[src/rtl/negPkg.sv]
package negPkg;
  // Strobes that the control side drives into the datapath.
  typedef struct packed {
    logic carrySeed;  // carry injected at the least significant cell
    logic mostNeg;    // operand has no representable negative
  } negCtrl_t;
endpackage

[src/rtl/negSlice.sv]
module negSlice (
  input  logic bIn,
  input  logic cIn,
  output logic sum,
  output logic cOut
);
  logic bInv;
  always_comb begin
    bInv = ~bIn;
    sum  = bInv ^ cIn;
    cOut = bInv & cIn;
  end
endmodule

[src/rtl/negControl.sv]
module negControl #(
  parameter int N = 4
) (
  input  logic [N-1:0]     b,
  output negPkg::negCtrl_t ctrl
);
  logic isMostNeg;

  generate
    if (N == 1) begin : g_single
      assign isMostNeg = b[0];
    end else begin : g_multi
      assign isMostNeg = b[N-1] & ~(|b[N-2:0]);
    end
  endgenerate

  always_comb begin
    ctrl.carrySeed = 1'b1;
    ctrl.mostNeg   = isMostNeg;
  end
endmodule

[src/rtl/negDatapath.sv]
module negDatapath #(
  parameter int N       = 4,
  parameter bit REG_OUT = 1'b1
) (
  input  logic             clk,
  input  logic             rstN,
  input  logic [N-1:0]     b,
  input  negPkg::negCtrl_t ctrl,
  output logic [N-1:0]     s,
  output logic             cout,
  output logic             ovf
);
  logic [N:0]   carry;
  logic [N-1:0] sumRaw;

  assign carry[0] = ctrl.carrySeed;

  generate
    for (genvar i = 0; i < N; i++) begin : g_cell
      negSlice u_cell (
        .bIn (b[i]),
        .cIn (carry[i]),
        .sum (sumRaw[i]),
        .cOut(carry[i+1])
      );
    end

    if (REG_OUT) begin : g_reg
      always_ff @(posedge clk or negedge rstN) begin
        if (!rstN) begin
          s    <= '0;
          cout <= 1'b0;
          ovf  <= 1'b0;
        end else begin
          s    <= sumRaw;
          cout <= carry[N];
          ovf  <= ctrl.mostNeg;
        end
      end
    end else begin : g_comb
      always_comb begin
        s    = sumRaw;
        cout = carry[N];
        ovf  = ctrl.mostNeg;
      end
    end
  endgenerate
endmodule

[src/rtl/negRipple.sv]
module negRipple #(
  parameter int N       = 4,
  parameter bit REG_OUT = 1'b1
) (
  input  logic         clk,
  input  logic         rstN,
  input  logic [N-1:0] b,
  output logic [N-1:0] s,
  output logic         cout,
  output logic         ovf
);
  negPkg::negCtrl_t ctrl;

  negControl #(.N(N)) u_ctrl (
    .b   (b),
    .ctrl(ctrl)
  );

  negDatapath #(.N(N), .REG_OUT(REG_OUT)) u_dp (
    .clk (clk),
    .rstN(rstN),
    .b   (b),
    .ctrl(ctrl),
    .s   (s),
    .cout(cout),
    .ovf (ovf)
  );
endmodule

[config.mk]
export PLATFORM = sky130hd
export DESIGN_NAME = negRipple
export DESIGN_NICKNAME = d
export VERILOG_FILES = /design/src/rtl/negPkg.sv /design/src/rtl/negSlice.sv /design/src/rtl/negControl.sv /design/src/rtl/negDatapath.sv /design/src/rtl/negRipple.sv
export SDC_FILE = /design/constraint.sdc
export NUM_CORES = 1
export LEC_CHECK = 0
export BUFFER_PORTS_ARGS = -buffer_cell sky130_fd_sc_hd__clkbuf_2
export CAP_MARGIN = 20
export CORE_AREA = 2 2 39 41
export DETAILED_ROUTE_END_ITERATION = 6
export DIE_AREA = 0 0 41 43
export HOLD_SLACK_MARGIN = 0.08
export PLACE_DENSITY = 0.44
export SYNTH_ARGS = -nofsm -noshare
export SYNTH_HDL_FRONTEND = slang
export SYNTH_SLANG_ARGS = --single-unit
[constraint.sdc]
create_clock -name clk -period 0.8 [get_ports clk]
set_clock_uncertainty 0.15 [all_clocks]
set_input_delay 0.04 -clock clk [delete_from_list [all_inputs] [get_ports clk]]
set_output_delay 0.04 -clock clk [all_outputs]
set_load 0.01 [all_outputs]
Yosys cells after proc, flatten, opt, wreduce, memory -nomap -nowiden

Index checks and enable logic that the tools add are counted.

Output and inout bits: 6
Input port bits: 6
Word-level logic and storage cells: 16
Bits in registers: 6

Bitwise logic cells: 12
Reduce and logical (&&, ||, !) cells: 1

Operator list:

| kind             | number |
|---|---|
| $not A1 Y1       | 5 |
| $and A1 B1 Y1    | 4 |
| $reduce_or A3 Y1 | 1 |
| $xor A1 B1 Y1    | 3 |

Depth between registers and ports, before layout

Gate-level depths: netlist of run 1.

Depth after elaboration: 4
Gate-level depth with buffers: 4
Gate-level depth less buffers: 4

Cells and area by module

From an unflattened synthesis of run 1, not the netlist that was laid out.

Cell total of the unflattened synthesis: 18
Area total of the unflattened synthesis: 249.0 µm²

Modules (own cells, without submodules):

| module      | seq. area each (µm²) | area an instance (µm²) | cells each | times used |
|---|---|---|---|---|
| negDatapath | 150.1                | 150.1                  | 6          | 1 |
| negSlice    | 0.0                  | 16.3                   | 2          | 4 |
| negControl  | 0.0                  | 33.8                   | 4          | 1 |

Least setup slack after synthesis of run 1

OpenSTA, ideal clock, no wires.

Path type: input -> register
Start point: input b[0]
End point: register u_dp.s[3]
Path buffers: 0
Cell stages on the path: 4
Setup slack: -0.163 ns
Library setup time: 0.126 ns
Data arrival time: 0.687 ns
Data required time: 0.524 ns
Cells stage by stage: inv_1 > ha_1 > ha_1 > ha_1

Word-level cells in the longest chain between the ends: 4

Ends and longest elaborated chain:

| what                          | line              | RTL |
|---|---|---|
| start: declaration            | negRipple.sv:7    | `input logic [N-1:0] b,` |
| $not A1 Y1                    | negSlice.sv:9     | `bInv = ~bIn;` |
| $and A1 B1 Y1 (2 in a row)    | negSlice.sv:11    | `cOut = bInv & cIn;` |
| $xor A1 B1 Y1                 | negSlice.sv:10    | `sum = bInv ^ cIn;` |
| net u_dp.g_cell[3].u_cell.sum | negSlice.sv:4     | `output logic sum,` |
| end signal: assignment        | negDatapath.sv:35 | `s <= sumRaw;` |
| end: declaration              | negDatapath.sv:9  | `output logic [N-1:0] s,` |

The timed path passes the listed nets, and every way through them passes these cells.

Worst setup path in the final report of run 1

Start point: register u_dp.s[1]
End point: output s[1]

RTL lines:

| what             | line           | RTL |
|---|---|---|
| end: declaration | negRipple.sv:8 | `output logic [N-1:0] s,` |

No word-level cell between the ends.

==> results of run 1 <==
==> metal layers <==
metal  vias up  part of all wire, %
met1        71                   41
met5         -                    0
met2        14                   42
met3         2                   16
li1         71                    -
met4         0                  1.2
==> placed cells by master, fill, tap and decap left out <==
cell / Yosys / final
inv_6: 0 / 1
dfrtp_1: 6 / 6
clkbuf_4: 0 / 3
inv_1: 4 / 2
dlygate4sd3_1: 0 / 1
ha_4: 0 / 3
clkbuf_2: 0 / 10
ha_1: 4 / 1
buf_2: 0 / 1
inv_12: 0 / 1
==> metrics by stage <==
stage	power (mW)	cells	setup TNS, ns
after global routing	0.748	45	-0.844
after CTS	0.726	45	-0.767
after detailed placement	0.428	41	-0.739
final	0.699	45	-0.651
after global placement	0.424	41	-0.690
after floorplan	0.377	14	-0.0443
==> flip-flops by register name, indices dropped and copies added, names as in the netlist <==
register	cells
u_dp.s	4
u_dp.ovf	1
u_dp.cout	1
==> repair_timing <==
item	4_1_cts	5_1_grt
hold endpoints to repair	12	12
pin swaps	0	0
setup buffers	0	0
resized for setup	0	1
gates cloned	0	0
endpoints found under the setup margin	6	7
==> area by class of cell <==
| class | count | area, um^2 |
|---|---|---|
| Multi-Input combinational cell | 4 | 87.6 |
| Fill cell | 147 | 1010 |
| Inverter | 4 | 32.5 |
| Timing Repair Buffer | 12 | 65.1 |
| Sequential cell | 6 | 150 |
| Clock buffer | 3 | 22.5 |
| Tap cell | 16 | 20.0 |
==> final timing paths <==
check	from	to	slack [ns]	cells past startpoint
min in group asynchronous	rstN	u_dp.s[2]	0.02	2
max	u_dp.s[1]	s[1]	-0.12	1
min	b[0]	u_dp.s[0]	-0.17	1
max in group asynchronous	rstN	u_dp.ovf	0.33	2
==> report_power, final <==
group          leakage (nW)  switching, mW  internal, mW  total [mW]
clock network        0.0138          0.105         0.169       0.274
registers            0.0740        0.00558         0.324       0.330
logic                 0.105         0.0506        0.0438      0.0944
==> logic make-up (layout without fill, tap and decap cells) <==
kind of cell	count (synthesis)	in the layout
flip-flops	6	6
adder cells (fa/ha/maj)	4	4
buffers and inverters	4	19
==> reports/metrics.yaml, run 1 <==
cts_sinks: 6
use_met1_pct: 6.56
grt_pass1_vias: 181
io_buffers: 11
slew_viol_final: 0
route.detailed.drc: 0
grt_antenna_before_repair: 0
min_path_type: "in -> reg"
ys_async_sr_fraction_pct: 100
maxCapViolations: 0
ys_seq_area_share_pct: 69.8
start_util_pct: 15.6
final_cell_area_um2: 378
yosys.area_share.simple_pct: 0
end_kind: "output port"
post-route-period-util_pct: 115
ys_ff_latch: 6
routedWlPerCell_um: 9.07
grt_pass1_wl_um: 669
drt_wl_total_um: 408
vias: 158
fp.coreArea_mm2: 0.00138
chipHeight_um: 43
max_slew_margin_pct: 89.8
criticalPathCategory: "reg -> out"
hold_viol_final: 6
ys_types: 3
drt-vias-per-instance: 3.51
dp_slack_ns: -0.255
drive_above_1_share_pct: 65.5
p_per_area_mw_per_mm2: 1850
synth_top_family_by_area: "adder cells"
gp_congestion: 0.633
core.rowCount: 14
placed_area_um2: 345
crit_path_cell_trace: "clkbuf_2"
syn_area_um2: 215
cts_tree: "done"
violations: "hold timing, setup timing"
synth_compound_area_share_pct: 0
first_iter_violations: 1
fp.dieW_um: 41
syn2layout_area_growth_pct: 75.6
cts_hold_buf: 1
clockRootBuffer: "clkbuf_4"
slowest_delay_ns: 0.36
required_ns: 0.61
period_minus_slack_ns: 0.918
yosys-top-cells-area: "dfrtp_1 70%, ha_1 23%, inv_1 7.0%"
overflow: 0
htree_levels: 1
final_nets: 41
path_max_fanout: 1
cp_top_family: "flip-flops"
synth_nets: 24
muxShareOfSynthArea_pct: 0
synth_fa_ha_area_share_pct: 23.3
synth_most_common_cell: "dfrtp_1"
grt_use_met3_pct: 7.85
track_usage_pct: 6.67
ant_nets: 0
outcome: "finished, violations left"
cts.clk_slew.worst_paths_ns: 0.04
yosys.area.top_type: "dfrtp_1"
gr-max-usage-layer: "met3"
avgSynthCellArea_um2: 15.4
cts_made_buffers: 3
dp_hpwl_um: 344
final_util_pct: 27.3
ir_drop_mv: 0.900
yosysTopAreaCellShare_pct: 69.8
crit_arrival_ns: 0.73
crit_path_top_delay_cell: "dfrtp_1"
yosys-top-cells-count: "6 x dfrtp_1, 4 x ha_1, 4 x inv_1"
die_area_mm2: 0.00176
syn_inst: 14
cts_max_path_buffers: 2
tightest_slew_ns: 0.153
rsz0062_at_grt: "true"
whs_ns: -0.175
synthFlopType: "dfrtp_1"
max_freq_mhz: 1090
ys_warn_count: 0
setup_viol: 6
met2_usage_pct: 7.81
grt_start_max_net_pins: 7
drt-pass1-iter-count: 2
num_io_pins: 12
crit_buf_inv: 1
worstSetupStartpointType: "flip-flop"
synth_edf_count: 0
antenna_cells: 0
worst_slack_ns: -0.118
synthXorXnorAreaFrac_pct: 0
p_leak_nw: 0.193
(Power assumes the default switching activity.)
==> run 2: changes to the inputs <==
--- a/config.mk
+++ b/config.mk
@@ -12,6 +12,7 @@
 export DIE_AREA = 0 0 41 43
 export HOLD_SLACK_MARGIN = 0.08
 export PLACE_DENSITY = 0.44
+export RECOVER_POWER = 50
 export SYNTH_ARGS = -nofsm -noshare
 export SYNTH_HDL_FRONTEND = slang
 export SYNTH_SLANG_ARGS = --single-unit
==> run 2 against run 1 <==
The flow still finishes with violations (hold timing, setup timing). Utilization shrank 0.27 points. Die area is the same. Global-route usage is the same. Sequential share of layout area grew 0.40 points. Cell count is the same. Via count grew 0.63%. Routed wire length grew 0.49%. Combinational power shrank 3.0%. Power shrank 0.27%. Critical endpoint unchanged.
==> reports/metrics.yaml, run 2 (synthesis gave the netlist of run 1 again) <==
routedWlPerCell_um: 9.11  # was 9.07 um
cts_tree: "done"  # unchanged
antenna_cells: 0  # unchanged
rsz0062_at_grt: "true"  # unchanged
syn2layout_area_growth_pct: 73.8  # was 75.6%
grt_pass1_vias: 181  # unchanged
p_leak_nw: 0.183  # was 0.193 nW
cts_hold_buf: 1  # unchanged
power_frac_clock_pct: 39.5  # was 39.2%
cts.clk_slew.worst_paths_ns: 0.04  # about the same
chipHeight_um: 43  # unchanged
period_minus_slack_ns: 0.918  # about the same
p_per_area_mw_per_mm2: 1860  # was 1850 mW/mm^2
max_slew_margin_pct: 78.4  # was 89.8%
dp_hpwl_um: 344  # unchanged
top_regs: "u_dp.s (4), u_dp.cout (1), u_dp.ovf (1)"  # unchanged
die_area_mm2: 0.00176  # unchanged
drt_wl_total_um: 410  # was 408 um
outcome: "finished, violations left"  # unchanged
ir_drop_mv: 0.900  # about the same
hold_viol_final: 6  # unchanged
criticalPathCategory: "reg -> out"  # unchanged
p_sw_mw: 0.161  # about the same
drt-pass1-iter-count: 2  # unchanged
largest_reg_flops: 4  # unchanged
htree_levels: 1  # unchanged
slowest_delay_ns: 0.36  # about the same
core.rowCount: 14  # unchanged
slew_viol_final: 0  # unchanged
violations: "hold timing, setup timing"  # unchanged
drive_above_1_share_pct: 58.6  # was 65.5%
crit_arrival_ns: 0.73  # about the same
gp_congestion: 0.633  # unchanged
fp.coreArea_mm2: 0.00138  # unchanged
cts_made_buffers: 3  # unchanged
top_register: "u_dp.s"  # unchanged
max_freq_mhz: 1090  # about the same
overflow: 0  # unchanged
crit_path_cell_trace: "clkbuf_2"  # unchanged
total_power_mw: 0.697  # was 0.699 mW
clockRootBuffer: "clkbuf_4"  # unchanged
first_iter_violations: 1  # unchanged
cp_top_family: "flip-flops"  # unchanged
io_buffers: 11  # unchanged
maxCapViolations: 0  # unchanged
track_usage_pct: 6.67  # unchanged
grt_start_max_net_pins: 7  # unchanged
worst_slack_ns: -0.118  # about the same
final_nets: 41  # unchanged
swShare_pct: 23.1  # was 23.0%
cts_max_path_buffers: 2  # unchanged
setup_viol: 9  # was 6
cts_sinks: 6  # unchanged
path_max_fanout: 1  # unchanged
route.detailed.drc: 0  # unchanged
p_int_mw: 0.536  # was 0.538 mW
worstSetupStartpointType: "flip-flop"  # unchanged
required_ns: 0.61  # about the same
crit_buf_inv: 1  # unchanged
min_path_type: "in -> reg"  # unchanged
num_io_pins: 12  # unchanged
final_cell_mix: "8 x clkbuf_2, 6 x dfrtp_1, 3 x ha_4, 3 x clkbuf_4"  # was 10 x clkbuf_2, 6 x dfrtp_1, 3 x ha_4, 3 x clkbuf_4, 2 x inv_1
ant_nets: 0  # unchanged
whs_ns: -0.184  # was -0.175 ns
grt_antenna_before_repair: 0  # unchanged
start_util_pct: 15.6  # unchanged
grt_pass1_wl_um: 669  # unchanged
tightest_slew_ns: 0.324  # was 0.153 ns
final_cell_area_um2: 374  # was 378 um^2
drt-vias-per-instance: 3.53  # was 3.51
p_comb_share_pct: 13.1  # was 13.5%
p_seq_share_pct: 47.4  # was 47.2%
fp.dieW_um: 41  # unchanged
post-route-period-util_pct: 115  # about the same
crit_path_top_delay_cell: "dfrtp_1"  # unchanged
vias: 159  # was 158
placed_area_um2: 345  # unchanged
end_kind: "output port"  # unchanged
cts_setup_buffers: 0  # unchanged
final_common_cell: "clkbuf_2"  # unchanged
[run 2: cell types whose count changed in the layout (fill, tap and decap cells not counted), sizes merged]
cell,previous run,this run
clkinvlp,0,1
inv,4,3
[run 2: path summary, 6_finish.rpt]
path                            from         to  slack [ns]  depth (start not counted)
worst min-delay path            b[0]  u_dp.s[0]       -0.18                          1
worst max-delay path       u_dp.s[1]       s[1]       -0.12                          1
max in group asynchronous       rstN   u_dp.ovf        0.20                          2
min in group asynchronous       rstN  u_dp.s[2]        0.06                          2
[run 2: layout make-up]
class	instances	area, um^2
Clock buffer	3	22.5
Fill cell	148	1010
Tap cell	16	20.0
Sequential cell	6	150
Inverter	4	31.3
Multi-Input combinational cell	4	87.6
Timing Repair Buffer	12	62.6
[run 2: per-layer routing]
layer  global-route usage (%)  vias up  wire, um
met4                     4.00        0         5
met5                        0        -         0
met3                     7.85        2        71
li1                         -       71         -
met1                     6.56       72       162
met2                     7.81       14       171
[run 2: power groups by stage]
| stage | Combinational, mW | Sequential, mW | Clock [mW] |
|---|---|---|---|
| after floorplan | 0.0318 | 0.345 | 0 |
| after global placement | 0.0900 | 0.334 | 0 |
| after detailed placement | 0.0937 | 0.335 | 0 |
| after CTS | 0.0977 | 0.330 | 0.298 |
| after global routing | 0.106 | 0.332 | 0.307 |
| final | 0.0916 | 0.330 | 0.275 |
[run 2: metrics by stage]
stage | utilization (%) | TNS (ns) | worst slack, ns | hold slack (ns) | cells
3_3_place_gp | 25.0 | -0.690 | -0.246 | -0.283 | 41
2_1_floorplan | - | -0.0443 | -0.0443 | -0.406 | 14
5_1_grt | 27.0 | -1.05 | -0.147 | -0.195 | 45
3_5_place_dp | 25.0 | -0.739 | -0.255 | -0.275 | 41
6_report | 27.0 | -0.792 | -0.118 | -0.184 | 45
4_1_cts | 27.3 | -0.767 | -0.136 | -0.188 | 45
[run 2: repair_timing]
item | CTS | global route
setup endpoints to repair | 6 | 7
pin swaps | 0 | 0
resized for setup | 0 | 1
hold endpoints to repair | 12 | 12
==> run 3: changes to the inputs <==
--- a/config.mk
+++ b/config.mk
@@ -8,6 +8,7 @@
 export BUFFER_PORTS_ARGS = -buffer_cell sky130_fd_sc_hd__clkbuf_2
 export CAP_MARGIN = 20
 export CORE_AREA = 2 2 39 41
+export CTS_CLUSTER_SIZE = 8
 export DETAILED_ROUTE_END_ITERATION = 6
 export DIE_AREA = 0 0 41 43
 export HOLD_SLACK_MARGIN = 0.08
==> constraint.sdc (replaced) <==
create_clock -name clk -period 0.8 [get_ports clk]
set_clock_uncertainty 0.15 [all_clocks]
set_input_delay 0 -clock clk [delete_from_list [all_inputs] [get_ports clk]]
set_output_delay 0 -clock clk [all_outputs]
set_load 0.01 [all_outputs]
==> run 3 against run 2 <==
The flow still finishes with violations (hold timing, setup timing). Utilization unchanged. Via count fell by 2.5%. Non-clock buffer count unchanged. Critical path type unchanged. Largest cell class unchanged. Highest routed layer is now met3.
==> reports/metrics.yaml, run 3 (synthesis gave the netlist of run 1 again) <==
p_leak_nw: 0.185  # was 0.183 nW
drive_above_1_share_pct: 55.2  # was 58.6%
whs_ns: -0.202  # was -0.184 ns
grt_pass1_vias: 171  # was 181
place_inst: 41  # unchanged
period_minus_slack_ns: 0.881  # was 0.918 ns
first_iter_violations: 1  # unchanged
cp_top_family: "flip-flops"  # unchanged
cts_made_buffers: 3  # unchanged
max_freq_mhz: 1140  # was 1090 MHz
overflow: 0  # unchanged
syn2layout_area_growth_pct: 73.8  # unchanged
tightest_slew_ns: 0.328  # was 0.324 ns
cts_hold_buf: 1  # unchanged
cts_sinks: 6  # unchanged
final_util_pct: 27.0  # unchanged
final_cell_mix: "8 x clkbuf_2, 6 x dfrtp_1, 3 x ha_4, 3 x clkbuf_4, 3 x clkbuf_1"  # was 8 x clkbuf_2, 6 x dfrtp_1, 3 x ha_4, 3 x clkbuf_4
dp_slack_ns: -0.220  # was -0.255 ns
drt-vias-per-instance: 3.44  # was 3.53
maxCapViolations: 0  # unchanged
p_per_area_mw_per_mm2: 1880  # was 1860 mW/mm^2
top_regs: "u_dp.s (4), u_dp.cout (1), u_dp.ovf (1)"  # unchanged
route.detailed.drc: 0  # unchanged
slew_viol_final: 0  # unchanged
worstSetupStartpointType: "flip-flop"  # unchanged
layout.cells.non_filler: 45  # unchanged
required_ns: 0.65  # was 0.61 ns
path_max_fanout: 1  # unchanged
crit_arrival_ns: 0.73  # about the same
final_common_cell: "clkbuf_2"  # unchanged
ir_drop_mv: 0.893  # was 0.900 mV
crit_path_cell_trace: "clkbuf_2"  # unchanged
worstHoldStart: "b[0]"  # unchanged
setup_viol: 8  # was 9
ant_nets: 0  # unchanged
drt_wl_total_um: 428  # was 410 um
p_seq_share_pct: 46.7  # was 47.4%
vias: 155  # was 159
top_register: "u_dp.s"  # unchanged
routedWlPerCell_um: 9.51  # was 9.11 um
clockRootBuffer: "clkbuf_4"  # unchanged
cts_max_path_buffers: 2  # unchanged
criticalPathCategory: "reg -> out"  # unchanged
antenna_cells: 0  # unchanged
rsz0062_at_grt: "true"  # unchanged
fin_setup_tns_ns: -0.498  # was -0.792 ns
p_comb_share_pct: 13.6  # was 13.1%
hold_viol_final: 6  # unchanged
placed_area_um2: 345  # unchanged
outcome: "finished, violations left"  # unchanged
cts.clk_slew.worst_paths_ns: 0.04  # about the same
grt_start_max_net_pins: 7  # unchanged
violations: "hold timing, setup timing"  # unchanged
grt_pass1_wl_um: 676  # was 669 um
p_int_mw: 0.538  # was 0.536 mW
drt-pass1-iter-count: 2  # unchanged
num_io_pins: 12  # unchanged
final_nets: 41  # unchanged
post-route-period-util_pct: 110  # was 115%
hold_depth: 1  # unchanged
min_path_type: "in -> reg"  # unchanged
die_area_mm2: 0.00176  # unchanged
end_kind: "output port"  # unchanged
final_cell_area_um2: 374  # unchanged
dp_hpwl_um: 360  # was 344 um
largest_reg_flops: 4  # unchanged
max_slew_margin_pct: 78.1  # was 78.4%
track_usage_pct: 7.07  # was 6.67%
power_frac_clock_pct: 39.7  # was 39.5%
slowest_delay_ns: 0.36  # about the same
chipHeight_um: 43  # unchanged
htree_levels: 1  # unchanged
min_to: "u_dp.s[0]"  # unchanged
crit_path_top_delay_cell: "dfrtp_1"  # unchanged
fp.coreArea_mm2: 0.00138  # unchanged
swShare_pct: 23.7  # was 23.1%
grt_antenna_before_repair: 0  # unchanged
crit_buf_inv: 1  # unchanged
core.rowCount: 14  # unchanged
gp_congestion: 0.643  # was 0.633
fp.dieW_um: 41  # unchanged
p_sw_mw: 0.167  # was 0.161 mW
worst_slack_ns: -0.0808  # was -0.118 ns
io_buffers: 11  # unchanged
start_util_pct: 15.6  # unchanged
total_power_mw: 0.705  # was 0.697 mW
cts_tree: "done"  # unchanged
-- run 3: cell count changes in the layout (fill, tap and decap cells not counted), sizes merged --
| cell | before | now |
|---|---|---|
| buf | 1 | 0 |
| clkbuf | 13 | 14 |
| clkinvlp | 1 | 0 |
| inv | 3 | 4 |
-- run 3: worst max-delay path by stage --
stage,slack [ns],cells after the start,endpoint,start
after global placement,-0.21,5,u_dp.s[3],b[1]
final,-0.08,1,s[0],u_dp.s[0]
after CTS,-0.1,1,s[0],u_dp.s[0]
after detailed placement,-0.22,5,u_dp.s[3],b[1]
after floorplan,-0.004,4,u_dp.s[3],b[1]
after global routing,-0.13,1,s[0],u_dp.s[0]
-- run 3: power groups by stage --
stage          logic [mW]  clock network (mW)  registers (mW)
6_report           0.0961               0.279           0.329
5_1_grt             0.109               0.316           0.330
4_1_cts             0.102               0.301           0.329
3_5_place_dp       0.0977                   0           0.334
3_3_place_gp       0.0936                   0           0.334
2_1_floorplan      0.0318                   0           0.345
-- run 3: area by class of cell --
cell class	count	area, um^2
Inverter	4	32.5
Tap cell	16	20.0
Sequential cell	6	150
Timing Repair Buffer	12	61.3
Fill cell	153	1010
Clock buffer	3	22.5
Multi-Input combinational cell	4	87.6
-- run 3: timing repair --
action                     in CTS  in global routing
pin swaps                       0                  0
hold endpoints to repair       12                 12
resized for setup               0                  0
setup buffers                   0                  0
setup endpoints to repair       6                  6
-- run 3: metal layers --
layer | routed length (um) | part of all wire, % | global-route usage, %
met5 | 0 | 0 | 0
met1 | 152 | 36 | 4.92
met3 | 84 | 20 | 7.85
met2 | 191 | 45 | 9.69
met4 | 0 | 0 | 6.00
